==> src/rtl/mux_bus_demux.sv <==
module mux_bus_demux #(
  parameter int LO_W = 8,
  parameter int HI_W = 8,
  localparam int AW = LO_W + HI_W
) (
  input  logic            clk,
  input  logic            rst_n,
  input  logic [LO_W-1:0] ad_in,
  input  logic [HI_W-1:0] hi_in,
  input  logic            ale,
  input  logic            s0_in,
  input  logic            s1_in,
  input  logic            iom_n_in,
  input  logic            rd_n,
  input  logic            wr_n,
  output logic [AW-1:0]   addr_out,
  output logic            stat_s0,
  output logic            stat_s1,
  output logic            stat_iom_n,
  output logic            dir_to_cpu,
  output logic            den_n
);

  logic [LO_W-1:0] lo_q;
  logic [HI_W-1:0] hi_q;
  logic [2:0]      st_q;
  logic [2:0]      st_now;

  always_ff @(posedge clk or negedge rst_n) begin
    if (!rst_n) begin
      lo_q <= '0;
      hi_q <= '0;
      st_q <= '0;
    end else if (ale) begin
      lo_q <= ad_in;
      hi_q <= hi_in;
      st_q <= {s1_in, s0_in, iom_n_in};
    end
  end

  assign addr_out   = ale ? {hi_in, ad_in} : {hi_q, lo_q};
  assign st_now     = ale ? {s1_in, s0_in, iom_n_in} : st_q;
  assign stat_s1    = st_now[2];
  assign stat_s0    = st_now[1];
  assign stat_iom_n = st_now[0];

  assign den_n      = ale | (st_now[2] & rd_n);
  assign dir_to_cpu = ~rd_n & wr_n;

  assert_capture_R2: assert property (@(posedge clk) disable iff (!rst_n)
    ($fell(ale) && $past(rst_n)) |-> addr_out == $past({hi_in, ad_in}));

  assert_hold_R2: assert property (@(posedge clk) disable iff (!rst_n)
    (!ale && !$past(ale) && $past(rst_n)) |-> $stable(addr_out));

  assert_status_R3: assert property (@(posedge clk) disable iff (!rst_n)
    ($fell(ale) && $past(rst_n)) |->
      {stat_s1, stat_s0, stat_iom_n} == $past({s1_in, s0_in, iom_n_in}));

  assert_write_enable_R6: assert property (@(posedge clk) disable iff (!rst_n)
    ($fell(ale) && $past(rst_n) && !$past(s1_in)) |-> !den_n);

  assert_read_enable_R5: assert property (@(posedge clk) disable iff (!rst_n)
    ($fell(ale) && $past(rst_n) && $past(s1_in)) |-> den_n == rd_n);

endmodule

==> config.mk <==
export PLATFORM = sky130hd
export DESIGN_NAME = mux_bus_demux
export DESIGN_NICKNAME = d
export VERILOG_FILES = /design/src/rtl/mux_bus_demux.sv
export SDC_FILE = /design/constraint.sdc
export NUM_CORES = 1
export LEC_CHECK = 0
export ABC_CLOCK_PERIOD_IN_PS = 870
export BUFFER_PORTS_ARGS = -buffer_cell sky130_fd_sc_hd__buf_2
export CAP_MARGIN = 20
export CORE_AREA = 5 5 52 54
export DETAILED_ROUTE_END_ITERATION = 12
export DIE_AREA = 0 0 57 59
export MAX_ROUTING_LAYER = met4
export PLACE_DENSITY_LB_ADDON = 0.3
export SLEW_MARGIN = 20
export SYNTH_ARGS = -nofsm -noshare
export SYNTH_HDL_FRONTEND = slang
export SYNTH_SLANG_ARGS = --single-unit
==> constraint.sdc <==
create_clock -name clk -period 0.87 [get_ports clk]
set_clock_uncertainty 0.2 [all_clocks]
set_input_delay 0.0435 -clock clk [delete_from_list [all_inputs] [get_ports clk]]
set_output_delay 0.0435 -clock clk [all_outputs]
set_load 0.02 [all_outputs]
---- Yosys cells after proc, flatten, opt, wreduce, memory -nomap -nowiden ----
Cells that the tools add are included.
operators by class
  multiplexer cells ....................... 2
  bitwise logic cells ..................... 4
operator list
  cell         count
  $mux 16      1
  $mux 3       1
  $and 1x1->1  2
  $not 1->1    1
  $or 1x1->1   1
word-level totals
  bits in registers ....................... 19
  bits of input ports ..................... 24
  logic and storage cells ................. 9

---- Longest topological paths before layout ----
  depth after elaboration ................. 3
  mapped depth ............................ 2

---- Worst setup path after synthesis ----
Ideal clock, no wire load.
  kind .................................... reg-to-reg
  start ................................... register st_q[2] (netlist name)
  end ..................................... register st_q[2]
  library setup time ...................... 139 ps
  arrival time ............................ 655 ps
  path slack .............................. -124 ps
  stages on the path, launching flop included .. 2
  period minus slack after synthesis ...... 994 ps
  path through ............................ dfrtp_1 -> mux2_4
RTL lines
  element               RTL line  source
  end signal, assigned  37        st_q <= {s1_in, s0_in, iom_n_in};
  end, declared         26        logic [2:0] st_q;

---- Worst setup path in the final report ----
  start ................................... register hi_q[2]
  end ..................................... output addr_out[10]
between the ends
  longest elaborated chain between the ends .. 1
RTL lines
  element                 RTL line  source
  start, declared         25        logic [HI_W-1:0] hi_q;
  start signal, assigned  36        hi_q <= hi_in;
  $mux 16                 41        assign addr_out = ale ? {hi_in, ad_in} : {hi_q, lo_q};
  end, declared           16        output logic [AW-1:0] addr_out,
No other way between the ends.

==> out/metrics.cfg <==
[die]
dieArea_sq_um=3360
die_h_um=59
coreArea_sq_um=2170
die_x_um=57
io_pins=45
start_util_pct=36.7
rows=17

[synthesis]
async_flop_share_pct=100
synth_edf_count=0
syn_area_sq_um=797
synth-seq-cells=19
netlist_top_cells_count=dfrtp_1 (19), mux2_4 (19), buf_6 (2)
syn_inst=42
yosysTopAreaCell=dfrtp_1
synth_top_area_share_pct=59.7
ys_types=5
yosysSeqAreaShare_pct=59.7
yosys-top-cells-area=dfrtp_1 (60%), mux2_4 (36%), buf_6 (2.8%)
ys.flop_type=dfrtp_1
synth.avg_cell_area_sq_um=19.0
ys_warn_count=0
syn-num-nets=66

[clock_tree]
cts.sinks=19
tritoncts=yes
clkLatencyLatePin_ps=280
cts_root_buf=clkbuf_4
clock_path_buffers=2
cts_hold_buf=1
cts_made_buffers=3
path_clk_slew_ps=100
htreeDepth=1

[routing]
via_count=551
drc=0
wl_um=1810
final_antenna_net_count=0
drt_iter0_markers=9
via_per_inst=4.37
routedWlPerCell_um=14.3
drtPass1Iterations=2

[worst_setup_path]
worstSetupPathType=flip-flop to output port
cp_top_family=flip-flops
max_stage_delay_ps=380
path_buf_inv=1
crit_start=hi_q[2]
worstReg2RegStart=hi_q[2]
cp_data_arrival_time_ps=1090
regToRegSetupSlack_ps=-210
crit_chain=mux2_4, buf_6
worstPathRequired_ps=630
r2r_cells=2
startpoint_type=flip-flop
end_kind=output port
crit_path_max_fanout=2
cp.depth=2
critPathSlowestCell=dfrtp_1

[power]
cellPowerDensity_nw_per_um2=1630
vdd_ir_drop_max_v=0.00119
power.total_mw=2.14
power_leakage_nw=0.686

[layout]
antenna_cells=0
layout.nets=123
layout-drive-gt1-share_pct=77.6
final_cells=126
area_growth_pct=64.5
fill_cells=185

[global_routing]
grt-ovfl-total=0
grt_first_pass_wirelength_um=2890
track_usage_pct=11.6
grt_pass1_vias=634
antenna_found_initial=0
grt_max_degree=20

[sta]
clock.fmax_mhz=748
worst_pin_slew_ps=405
rsz0062_at_grt=true
period_minus_slack_ps=1340
slew_violations=0
min_period_over_period_pct=154
setup_tns_ps=-11330
slew-limit-headroom_pct=73.0
fin_ws_ps=-467
setup_viol=39
hold_viol_final=19
holdWs_ps=-197

[job]
maxCapViolCount=0

[worst_hold_path]
whs_path_depth=2
min_from=ad_in[1]
hp-class=primary input to flip-flop

[place]
placed_cells=114
port_buffers=44
routabilityCongestion=0.639
dp.final_hpwl_um=1240

[status]
outcome=finished with violations
failed_checks=negative hold slack, negative setup slack

state kept, by name (all words and copies together) (netlist names):
signal  flops
st_q        3
lo_q        8
hi_q        8
through the flow:
stage          area (sq um)  setup slack (ps)  util [%]
2_1_floorplan           797              -124         -
3_3_place_gp           1070              -172      49.3
3_5_place_dp           1070              -185      49.3
4_1_cts                1310              -483      60.4
5_1_grt                1310              -525      60.4
6_report               1310              -467      60.4
what timing repair did:
action / CTS / global route
endpoints found under the setup margin: 39 / 39
gates resized for setup: 47 / 2
pin swaps: 1 / 1
endpoints found under the hold margin: 38 / 19
cloned: 0 / 0
setup buffers: 7 / 2
layout by cell type, fill, tap and decap left out:
cell | netlist | layout
buf_6 | 2 | 27
buf_2 | 0 | 24
mux2_4 | 19 | 19
dfrtp_1 | 19 | 19
clkbuf_4 | 0 | 3
buf_12 | 0 | 2
nor2b_1 | 1 | 1
a21o_1 | 1 | 1
clkinv_2 | 0 | 1
dlygate4sd3_1 | 0 | 1
report_power, final:
group / switching, mW / leakage, nW / internal [mW]
clock network: 0.244 / 0.0177 / 0.171
registers: 0.0271 / 0.222 / 0.970
logic: 0.303 / 0.446 / 0.424
path summary, 6_finish.rpt:
path,endpoint
min reg2reg,hi_q[3]
max reg2reg,hi_q[2]
min in group asynchronous,lo_q[4]
min,lo_q[1]
max,addr_out[10]
max in group asynchronous,hi_q[0]
cells by family (layout without fill, tap and decap cells):
kind of cell / Yosys count / count (layout) / synth area share [%]
muxes: 19 / 19 / 35.8
DFF: 19 / 19 / 59.7
and+or+nand+nor: 1 / 1 / 0.785
AOI/OAI and AO/OA: 1 / 1 / 0.942
buffers and inverters: 2 / 58 / 2.83
layout make-up:
type	count	area, sq um	share of cell area (%)
timing repair buffer	54	474	36.2
sequential	19	475	36.3
multi-input combinational	21	299	22.8
clock inverter	1	5.00	0.382
tap	28	35.0	2.67
clock buffer	3	22.5	1.72
worst reg2reg max path: cells and delay by family, from the launching register on:
family | cells | cell delay, ps
buffers and inverters | 1 | 120
DFF | 1 | 380
muxes | 1 | 290
metal layers:
metal  part of all wire [%]  global-route usage, %  wire, um
met1                     42                   13.6       762
met2                     52                   19.1       934
met3                    6.0                   3.49       109
met4                      0                   3.97         0
met5                      0                      -         0
No activity file was read; power rests on OpenSTA's default activity.
